$ cat src/rtl/dram_seq_pkg.sv
package dram_seq_pkg;

    localparam int CFG_W         = 16;
    localparam int BIT_RAS_EARLY = 14;
    localparam int BIT_COL_LONG  = 12;
    localparam int BIT_DRAM      = 8;
    localparam int BIT_PAGE      = 7;

    typedef enum logic [2:0] {
        ST_IDLE = 3'd0,
        ST_ROW  = 3'd1,
        ST_COL  = 3'd2,
        ST_NORM = 3'd3,
        ST_ACK  = 3'd4
    } seq_state_e;

    typedef struct packed {
        logic ras_early;
        logic col_long;
        logic dram;
        logic page;
    } mode_t;

    function automatic mode_t decode_mode(input logic [CFG_W-1:0] word);
        mode_t m;
        m.ras_early = word[BIT_RAS_EARLY];
        m.col_long  = word[BIT_COL_LONG];
        m.dram      = word[BIT_DRAM];
        m.page      = word[BIT_PAGE];
        return m;
    endfunction

endpackage

$ cat src/rtl/dram_seq_cfg.sv
module dram_seq_cfg
    import dram_seq_pkg::*;
#(
    parameter int W = CFG_W
) (
    input  logic         clk,
    input  logic         rst_n,
    input  logic         wr_en,
    input  logic [W-1:0] wr_data,
    input  logic         idle,
    output logic [W-1:0] cfg_q
);

    logic [W-1:0] pend_q;
    logic         pend_v;

    // A write lands at once when idle; otherwise it waits for the next idle cycle.
    always_ff @(posedge clk or negedge rst_n) begin
        if (!rst_n) begin
            cfg_q  <= '0;
            pend_q <= '0;
            pend_v <= 1'b0;
        end else if (wr_en && idle) begin
            cfg_q  <= wr_data;
            pend_v <= 1'b0;
        end else if (wr_en) begin
            pend_q <= wr_data;
            pend_v <= 1'b1;
        end else if (pend_v && idle) begin
            cfg_q  <= pend_q;
            pend_v <= 1'b0;
        end
    end

endmodule

$ cat src/rtl/dram_seq_fsm.sv
module dram_seq_fsm
    import dram_seq_pkg::*;
#(
    parameter int AW        = 16,
    parameter int COL_W     = 8,
    parameter int DW        = 16,
    parameter int COL_SHORT = 2,
    parameter int COL_LONG  = 3,
    parameter int NORM_LEN  = 2
) (
    input  logic          clk,
    input  logic          rst_n,
    input  logic          req,
    input  logic          we,
    input  logic [AW-1:0] addr,
    input  logic [DW-1:0] wdata,
    input  logic [DW-1:0] dq_in,
    input  mode_t         mode,
    output seq_state_e    st,
    output logic          ph,
    output logic          last_col,
    output logic [AW-1:0] addr_q,
    output logic          we_q,
    output logic [DW-1:0] wdata_q,
    output logic [DW-1:0] rdata
);

    localparam int MAXLEN = (COL_LONG > NORM_LEN) ? COL_LONG : NORM_LEN;
    localparam int CNT_W  = (MAXLEN > 2) ? $clog2(MAXLEN) : 1;
    localparam logic [CNT_W-1:0] END_SHORT = CNT_W'(COL_SHORT - 1);
    localparam logic [CNT_W-1:0] END_LONG  = CNT_W'(COL_LONG - 1);
    localparam logic [CNT_W-1:0] END_NORM  = CNT_W'(NORM_LEN - 1);

    seq_state_e       st_q, st_d;
    logic [CNT_W-1:0] cnt_q, cnt_d;
    logic             ph_q;
    logic             load, cap;
    logic             col_end, norm_end, page_hit;

    assign col_end  = (cnt_q == (mode.col_long ? END_LONG : END_SHORT));
    assign norm_end = (cnt_q == END_NORM);
    assign page_hit = mode.dram && mode.page && req && (we == we_q) &&
                      (addr[AW-1:COL_W] == addr_q[AW-1:COL_W]);

    // Next state: moves only at the edge that closes a falling half.
    always_comb begin
        st_d  = st_q;
        cnt_d = cnt_q;
        load  = 1'b0;
        cap   = 1'b0;
        if (ph_q) begin
            unique case (st_q)
                ST_IDLE: if (req) begin
                    st_d  = mode.dram ? ST_ROW : ST_NORM;
                    cnt_d = '0;
                    load  = 1'b1;
                end
                ST_ROW: begin
                    st_d  = ST_COL;
                    cnt_d = '0;
                end
                ST_COL: if (col_end) begin
                    st_d = ST_ACK;
                    cap  = 1'b1;
                end else begin
                    cnt_d = cnt_q + 1'b1;
                end
                ST_NORM: if (norm_end) begin
                    st_d = ST_ACK;
                    cap  = 1'b1;
                end else begin
                    cnt_d = cnt_q + 1'b1;
                end
                ST_ACK: if (page_hit) begin
                    st_d  = ST_COL;
                    cnt_d = '0;
                    load  = 1'b1;
                end else begin
                    st_d = ST_IDLE;
                end
                default: st_d = ST_IDLE;
            endcase
        end
    end

    // State register, with half-state phase and state counter.
    always_ff @(posedge clk or negedge rst_n) begin
        if (!rst_n) begin
            st_q  <= ST_IDLE;
            cnt_q <= '0;
            ph_q  <= 1'b0;
        end else begin
            st_q  <= st_d;
            cnt_q <= cnt_d;
            ph_q  <= ~ph_q;
        end
    end

    always_ff @(posedge clk or negedge rst_n) begin
        if (!rst_n) begin
            addr_q  <= '0;
            we_q    <= 1'b0;
            wdata_q <= '0;
            rdata   <= '0;
        end else begin
            if (load) begin
                addr_q  <= addr;
                we_q    <= we;
                wdata_q <= wdata;
            end
            if (cap && !we_q) begin
                rdata <= dq_in;
            end
        end
    end

    assign st       = st_q;
    assign ph       = ph_q;
    assign last_col = (st_q == ST_COL) && col_end;

endmodule

$ cat src/rtl/dram_seq_pins.sv
module dram_seq_pins
    import dram_seq_pkg::*;
#(
    parameter  int AW    = 16,
    parameter  int COL_W = 8,
    parameter  int DW    = 16,
    localparam int ROW_W = AW - COL_W,
    localparam int MA_W  = (ROW_W > COL_W) ? ROW_W : COL_W
) (
    input  seq_state_e    st,
    input  logic          ph,
    input  logic          last_col,
    input  mode_t         mode,
    input  logic [AW-1:0] addr_q,
    input  logic          we_q,
    input  logic [DW-1:0] wdata_q,
    output logic          ras_n,
    output logic          cas_n,
    output logic          rd_n,
    output logic          wr_n,
    output logic          dq_oe,
    output logic          ack,
    output logic [MA_W-1:0] ma,
    output logic [AW-1:0] haddr,
    output logic [DW-1:0] dq_out
);

    // Output decode: pins are a function of state, phase and latched request.
    always_comb begin
        ras_n = 1'b1;
        cas_n = 1'b1;
        rd_n  = 1'b1;
        wr_n  = 1'b1;
        dq_oe = 1'b0;
        ack   = 1'b0;
        ma    = MA_W'(addr_q[COL_W-1:0]);
        unique case (st)
            ST_IDLE: ;
            ST_ROW: begin
                ma    = MA_W'(addr_q[AW-1:COL_W]);
                ras_n = !(mode.ras_early || ph);
            end
            ST_COL: begin
                ras_n = 1'b0;
                cas_n = !last_col;
                rd_n  = we_q || !last_col;
                wr_n  = !we_q;
                dq_oe = we_q;
            end
            ST_NORM: begin
                rd_n  = we_q;
                wr_n  = !we_q;
                dq_oe = we_q;
            end
            ST_ACK: begin
                ack   = 1'b1;
                ras_n = !(mode.dram && mode.page);
            end
            default: ;
        endcase
    end

    assign haddr  = addr_q;
    assign dq_out = wdata_q;

endmodule

$ cat src/rtl/dram_seq.sv
module dram_seq
    import dram_seq_pkg::*;
#(
    parameter  int AW    = 16,
    parameter  int COL_W = 8,
    parameter  int DW    = 16,
    localparam int ROW_W = AW - COL_W,
    localparam int MA_W  = (ROW_W > COL_W) ? ROW_W : COL_W
) (
    input  logic             clk,
    input  logic             rst_n,
    input  logic             req,
    input  logic             we,
    input  logic [AW-1:0]    addr,
    input  logic [DW-1:0]    wdata,
    output logic             ack,
    output logic [DW-1:0]    rdata,
    input  logic             cfg_we,
    input  logic [CFG_W-1:0] cfg_wdata,
    output logic [CFG_W-1:0] cfg_rdata,
    output logic [MA_W-1:0]  ma,
    output logic [AW-1:0]    haddr,
    output logic             ras_n,
    output logic             cas_n,
    output logic             rd_n,
    output logic             wr_n,
    output logic [DW-1:0]    dq_out,
    output logic             dq_oe,
    input  logic [DW-1:0]    dq_in
);

    seq_state_e       st;
    logic             ph, last_col, we_q;
    logic [AW-1:0]    addr_q;
    logic [DW-1:0]    wdata_q;
    logic [CFG_W-1:0] cfg_q;
    mode_t            mode;

    assign mode      = decode_mode(cfg_q);
    assign cfg_rdata = cfg_q;

    dram_seq_cfg #(.W(CFG_W)) u_cfg (
        .clk     (clk),
        .rst_n   (rst_n),
        .wr_en   (cfg_we),
        .wr_data (cfg_wdata),
        .idle    (st == ST_IDLE),
        .cfg_q   (cfg_q)
    );

    dram_seq_fsm #(.AW(AW), .COL_W(COL_W), .DW(DW)) u_fsm (
        .clk      (clk),
        .rst_n    (rst_n),
        .req      (req),
        .we       (we),
        .addr     (addr),
        .wdata    (wdata),
        .dq_in    (dq_in),
        .mode     (mode),
        .st       (st),
        .ph       (ph),
        .last_col (last_col),
        .addr_q   (addr_q),
        .we_q     (we_q),
        .wdata_q  (wdata_q),
        .rdata    (rdata)
    );

    dram_seq_pins #(.AW(AW), .COL_W(COL_W), .DW(DW)) u_pins (
        .st       (st),
        .ph       (ph),
        .last_col (last_col),
        .mode     (mode),
        .addr_q   (addr_q),
        .we_q     (we_q),
        .wdata_q  (wdata_q),
        .ras_n    (ras_n),
        .cas_n    (cas_n),
        .rd_n     (rd_n),
        .wr_n     (wr_n),
        .dq_oe    (dq_oe),
        .ack      (ack),
        .ma       (ma),
        .haddr    (haddr),
        .dq_out   (dq_out)
    );

endmodule

$ cat config.mk
export PLATFORM = sky130hd
export DESIGN_NAME = dram_seq
export DESIGN_NICKNAME = d
export VERILOG_FILES = /design/src/rtl/dram_seq_pkg.sv /design/src/rtl/dram_seq_cfg.sv /design/src/rtl/dram_seq_fsm.sv /design/src/rtl/dram_seq_pins.sv /design/src/rtl/dram_seq.sv
export SDC_FILE = /design/constraint.sdc
export NUM_CORES = 1
export LEC_CHECK = 0
export BUFFER_PORTS_ARGS = -buffer_cell sky130_fd_sc_hd__buf_2
export CORE_ASPECT_RATIO = 0.9
export CORE_MARGIN = 3
export CORE_UTILIZATION = 52
export CTS_CLUSTER_SIZE = 24
export DETAILED_ROUTE_END_ITERATION = 8
export PLACE_DENSITY = 0.81
export SLEW_MARGIN = 30
export SYNTH_ARGS = -nofsm -noshare
export SYNTH_HDL_FRONTEND = slang
export SYNTH_SLANG_ARGS = --single-unit
$ cat constraint.sdc
create_clock -name clk -period 2.4 [get_ports clk]
set_clock_uncertainty 0.1 [all_clocks]
set_input_delay 0.24 -clock clk [delete_from_list [all_inputs] [get_ports clk]]
set_output_delay 0.24 -clock clk [all_outputs]
set_load 0.1 [all_outputs]
==> key figures, run 1 <==
Floorplan
  • Die ar.: 10300 um^2
  • Die height: 96.8 um
  • Io pins: 147
  • Core Area: 8730 um^2
  • Starting density of the core: 54.6%
  • Site Rows: 32
  • Die Wd: 107 um

Logic synthesis
  • Top FF cell, synth: dfrtp_1
  • Top cell type's share of synthesized area: 46.2%
  • Mean area per synthesized cell: 10.4 um^2
  • Post-synth EDFFs: 0
  • Yosys warns: 0
  • Syn nets: 526
  • Yosys cell types: 45
  • Post-synthesis sequential element count: 88
  • Synth Instances: 456
  • Synth area leaders: dfrtp_1 (46%), mux2_1 (9.5%), o211ai_2 (7.9%)
  • Yosys top cell by area: dfrtp_1
  • Seq/Total Area, Yosys: 46.2%
  • Cell area after synthesis: 4760 um^2
  • Ys async rst share: 100%

Run status
  • Status: finished clean

Placement
  • Port-buffer cells: 146
  • Gpl congestion: 0.860
  • DP HPWL: 8.80 mm

Drt
  • DR vias/cell: 5.83
  • Post-DR wirelength/cell: 17.5 um
  • Initial DRC Count: 274
  • Vias: 4390
  • DR DRC count: 0
  • Routed Antenna Nets: 0
  • Drt first pass iters: 6
  • Final WL: 13.2 mm

Timing
  • Final period util: 97.1%
  • Final-report hold violation count: 0
  • Maximum clock frequency: 429 MHz
  • Relative slew slack: 58.3%
  • Tmin final: 2.33 ns
  • RSZ-0062 raised after global routing: false
  • Max Slew Vio Count: 0
  • Setup_tns: 0 ns
  • Hold_ws: 0.0131 ns
  • Final setup fails: 0
  • Worst-margin pin slew: 0.625 ns

Worst hold path
  • Worst hold path class: in2reg

Worst setup path
  • Critical Path RT: 2.06 ns
  • CP Class: reg2out
  • Critical Path End Type: output pin
  • WP data arrival: 1.99 ns
  • CP Max Fanout: 5
  • CP Launch Type: flop

Finish
  • Final-layout fill cell count: 666
  • Commonest non-fill, non-tap cells in the layout: buf_2 (143), dfrtp_1 (83), nand2_1 (75)
  • Layout cells sized above 1: 36.6%
  • N_diodes: 0
  • Layout area overhead: 29.8%
  • Commonest non-fill, non-tap cell in the layout: buf_2
  • Fin nets: 699

CTS
  • CTS tree: yes
  • Num CTS Buffers: 9
  • CTS root buf: clkbuf_8
  • Clock Latency Late Sink: 0.35 ns
  • Clk buf depth: 2
  • Clock transition at the registers of the reported paths: 0.10 ns
  • Number of H-tree levels: 3
  • CTS sink cnt: 88

GRT
  • GR Overflow Total: 0
  • Maximum number of pins on one net before global-route repair: 41
  • Number of global-route vias before repair: 4373
  • GR Util All Layers: 25.1%
  • First-pass GRT wire length: 21.3 mm
  • Initial antenna violation count: 0

Run
  • Max-cap violations: 0
## state kept, by name, indices dropped and copies added (netlist names), 2 cells and up
name / flops
u_cfg.cfg_q: 16
u_fsm.st: 3
u_fsm.cnt_q: 2
u_fsm.addr_q: 16
u_fsm.wdata_q: 16
u_fsm.rdata: 16
u_cfg.pend_q: 16
## layout make-up
class / instances / area [um^2] / share of cell area (%)
clock inverter: 6 / 76.3 / 1.23
timing repair buffer: 201 / 1260 / 20.4
tap: 119 / 149 / 2.41
multi-input combinational: 323 / 2330 / 37.7
clock buffer: 10 / 128 / 2.06
sequential: 88 / 2210 / 35.7
inverter: 6 / 26.3 / 0.425
## kinds of logic after synthesis
logic type	Yosys count	synth area share [%]
AND/OR/NAND/NOR	174	20.0
AO/OA/AOI/OAI	99	17.3
flip-flops	88	46.2
buffers and inverters	45	5.15
multiplexers	40	9.45
XOR/XNOR	9	1.65
adder cells (fa/ha/maj)	1	0.263
## critical path: stages (launching register included)
cell and delay (ns):
dfrtp_4 0.51, and3b_1 0.23, o31ai_2 0.42, or2_2 0.19, buf_4 0.28
## synthesized netlist by cell type (3+ instances only)
| library cell | instances |
|---|---|
| a21oi_1 | 17 |
| and3_1 | 34 |
| buf_12 | 3 |
| buf_2 | 7 |
| clkbuf_1 | 26 |
| dfrtp_1 | 88 |
| inv_1 | 6 |
| mux2_1 | 40 |
| nand2_1 | 75 |
| nand3_1 | 3 |
| nand4_1 | 35 |
| nor2_1 | 5 |
| o211ai_1 | 5 |
| o211ai_2 | 30 |
| o21a_1 | 3 |
| o21ai_1 | 4 |
| o22ai_1 | 27 |
| xor2_1 | 9 |
## per-layer routing
metal / wire, um / vias up / GRT usage (%)
met5: 0 / - / 0
met4: 206 / 0 / 8.46
met3: 797 / 24 / 5.54
met2: 6630 / 186 / 41.0
met1: 5540 / 2139 / 32.9
li1: - / 2041 / -
## through the flow
step | worst slack (ns) | util, % | std cells | cell area [um^2]
final | 0.0704 | 70.9 | 753 | 6190
after global routing | 0.00954 | 70.9 | 753 | 6190
after CTS | 0.0163 | 70.5 | 750 | 6150
after detailed placement | 0.259 | 64.4 | 702 | 5620
after global placement | 0.387 | 64.4 | 702 | 5620
after floorplan | -0.290 | - | 456 | 4780
## path summary, 6_finish.rpt
check                                start                end  slack, ns  depth (start not counted)
max reg2reg                    u_fsm.st[0]    u_cfg.cfg_q[15]       0.32                          5
min reg2reg                 u_fsm.rdata[2]     u_fsm.rdata[2]       0.39                          1
min                           cfg_wdata[5]    u_cfg.pend_q[5]       0.01                          2
min in group asynchronous            rst_n  u_fsm.wdata_q[15]       0.32                          2
max in group asynchronous            rst_n        u_fsm.st[1]       1.15                          3
max                        u_cfg.cfg_q[12]               rd_n       0.07                          4
## repair_timing
action,in CTS,in global routing
pin swaps,1,0
cloned,0,0
setup endpoints to repair,9,10
gates resized for setup,1,1
hold buffers,31,3
setup buffers,1,0
endpoints found under the hold margin,68,3
Power of run 1 is not shown: default switching activity piles up to over one toggle a cycle in this logic, so the estimate is an artifact.
==> inputs of run 2 (changes only) <==
--- a/config.mk
+++ b/config.mk
@@ -11,8 +11,7 @@
 export CORE_UTILIZATION = 52
 export CTS_CLUSTER_SIZE = 24
 export DETAILED_ROUTE_END_ITERATION = 8
-export PLACE_DENSITY = 0.81
-export SLEW_MARGIN = 30
+export PLACE_DENSITY = 0.92
 export SYNTH_ARGS = -nofsm -noshare
 export SYNTH_HDL_FRONTEND = slang
 export SYNTH_SLANG_ARGS = --single-unit
==> run 2 against run 1 <==
  * Maximum frequency grew 1.9%
  * Non-clock buffer count decreased by 20
  * Critical path type unchanged
  * Highest routed layer unchanged
  * Count of clock-buffer cells in the layout unchanged
  * Wire length down 0.43%
==> key figures, run 2 (synthesized netlist as in run 1, its figures left out) <==
Run status
  • Status: finished clean

Drt
  • Initial DRC Count: 354
  • Post-DR wirelength/cell: 17.9 um
  • Drt first pass iters: 5
  • Routed Antenna Nets: 0
  • Final WL: 13.1 mm
  • Vias: 4405
  • DR DRC count: 0
  • DR vias/cell: 6.01

GRT
  • GR Util All Layers: 25.3%
  • GR Overflow Total: 0
  • Maximum number of pins on one net before global-route repair: 46
  • Number of global-route vias before repair: 4341
  • First-pass GRT wire length: 21.5 mm
  • Initial antenna violation count: 0

Worst setup path
  • CP Launch Type: flop
  • Critical Path End Type: output pin
  • Worst reg2reg path depth: 6
  • WP data arrival: 1.95 ns
  • Worst path bufs/invs: 3
  • Critical Path RT: 2.06 ns
  • RR Startpoint: u_fsm.st[0]
  • CP Class: reg2out
  • Crit-path max cell delay: 0.39 ns
  • R2R setup slack: 0.31 ns
  • Slowest CP cell: dfrtp_1
  • Crit-path cells: inv_1, nor3_4, buf_12, mux2_1, buf_2
  • Reg-to-reg endpoint: u_cfg.cfg_q[11]
  • CP Max Fanout: 9
  • CP delay by family, top: buffers and inverters

Floorplan
  • Core Area: 8730 um^2
  • Die height: 96.8 um
  • Starting density of the core: 54.6%
  • Io pins: 147
  • Die ar.: 10300 um^2
  • Die Wd: 107 um
  • Site Rows: 32

CTS
  • Number of H-tree levels: 3
  • Clock Latency Late Sink: 0.35 ns
  • Num CTS Buffers: 9
  • CTS sink cnt: 88
  • Clk buf depth: 2
  • Clock transition at the registers of the reported paths: 0.10 ns
  • CTS tree: yes
  • CTS root buf: clkbuf_8

Worst hold path
  • Worst Hold Launch: cfg_wdata[8]
  • Hold path depth: 2
  • Worst hold path class: in2reg
  • Hold Crit Endpoint: u_cfg.pend_q[8]

Finish
  • Layout area overhead: 26.6%
  • Commonest non-fill, non-tap cell in the layout: buf_2
  • Commonest non-fill, non-tap cells in the layout: buf_2 (143), dfrtp_1 (82), nand2_1 (75)
  • Fin nets: 679
  • Final-layout fill cell count: 669
  • Final instance area: 6030 um^2
  • N_diodes: 0
  • Layout cells sized above 1: 37.6%

Timing
  • Final period util: 95.2%
  • Maximum clock frequency: 438 MHz
  • Relative slew slack: 58.9%
  • Setup_tns: 0 ns
  • Tmin final: 2.29 ns
  • Worst-margin pin slew: 0.616 ns
  • Final-report hold violation count: 0
  • Max Slew Vio Count: 0
  • Final setup fails: 0
  • RSZ-0062 raised after global routing: false

Run
  • Max-cap violations: 0

Placement
  • Gpl congestion: 0.861
  • DP HPWL: 9.01 mm
  • Port-buffer cells: 146
  • Post-DP Area: 5620 um^2
run 2: cell count changes in the layout (fill, tap and decap cells not counted):
cell / delta
clkbuf_8: +1
dfrtp_1: -1
dlygate4sd3_1: -17
inv_8: -1
buf_4: -5
dfrtp_2: +1
buf_12: +2
clkinv_2: +1
clkbuf_1: -1
clkinv_8: +1
inv_6: -1
run 2: per-stage QoR:
stage	setup slack (ns)	hold slack, ns	cells	utilization, %
finish	0.114	0.00807	733	69.1
global route	0.0520	0.00363	733	69.1
CTS	0.0740	0.000519	727	68.4
detailed placement	0.300	0.191	699	64.4
global placement	0.369	0.181	699	64.4
floorplan	-0.290	-0.156	456	-
run 2: cell type report:
class                      instances  area, um^2  area share, %
multi-input combinational        323        2330           38.7
tap                              119         149           2.47
clock inverter                     6        77.6           1.29
sequential                        88        2210           36.7
timing repair buffer             181        1090           18.1
inverter                           6        26.3          0.436
clock buffer                      10         138           2.28
run 2: how the worst max path moves through the flow:
stage               startpoint    end  slack (ns)  depth (start not counted)
2_1_floorplan  u_cfg.cfg_q[12]  cas_n       -0.29                          2
3_3_place_gp       u_fsm.st[2]    ack        0.37                          3
3_5_place_dp       u_fsm.st[1]  ma[2]        0.30                          3
4_1_cts            u_fsm.st[1]  ma[2]        0.07                          4
5_1_grt        u_cfg.cfg_q[12]   rd_n        0.05                          4
6_report           u_fsm.st[0]  ma[2]        0.11                          5
run 2: routing by layer:
layer	wire length [um]	GRT usage, %
met5	0	0
met4	259	8.65
met3	817	4.00
met2	6780	42.8
met1	5260	33.1
run 2: repair_timing:
action	in CTS	in global routing
pin swaps	1	0
buffers inserted	1	0
hold buffers	11	6
setup endpoints to repair	10	5
gates resized for setup	2	2
endpoints found under the hold margin	52	6
Power of run 2 is left out for the same reason.
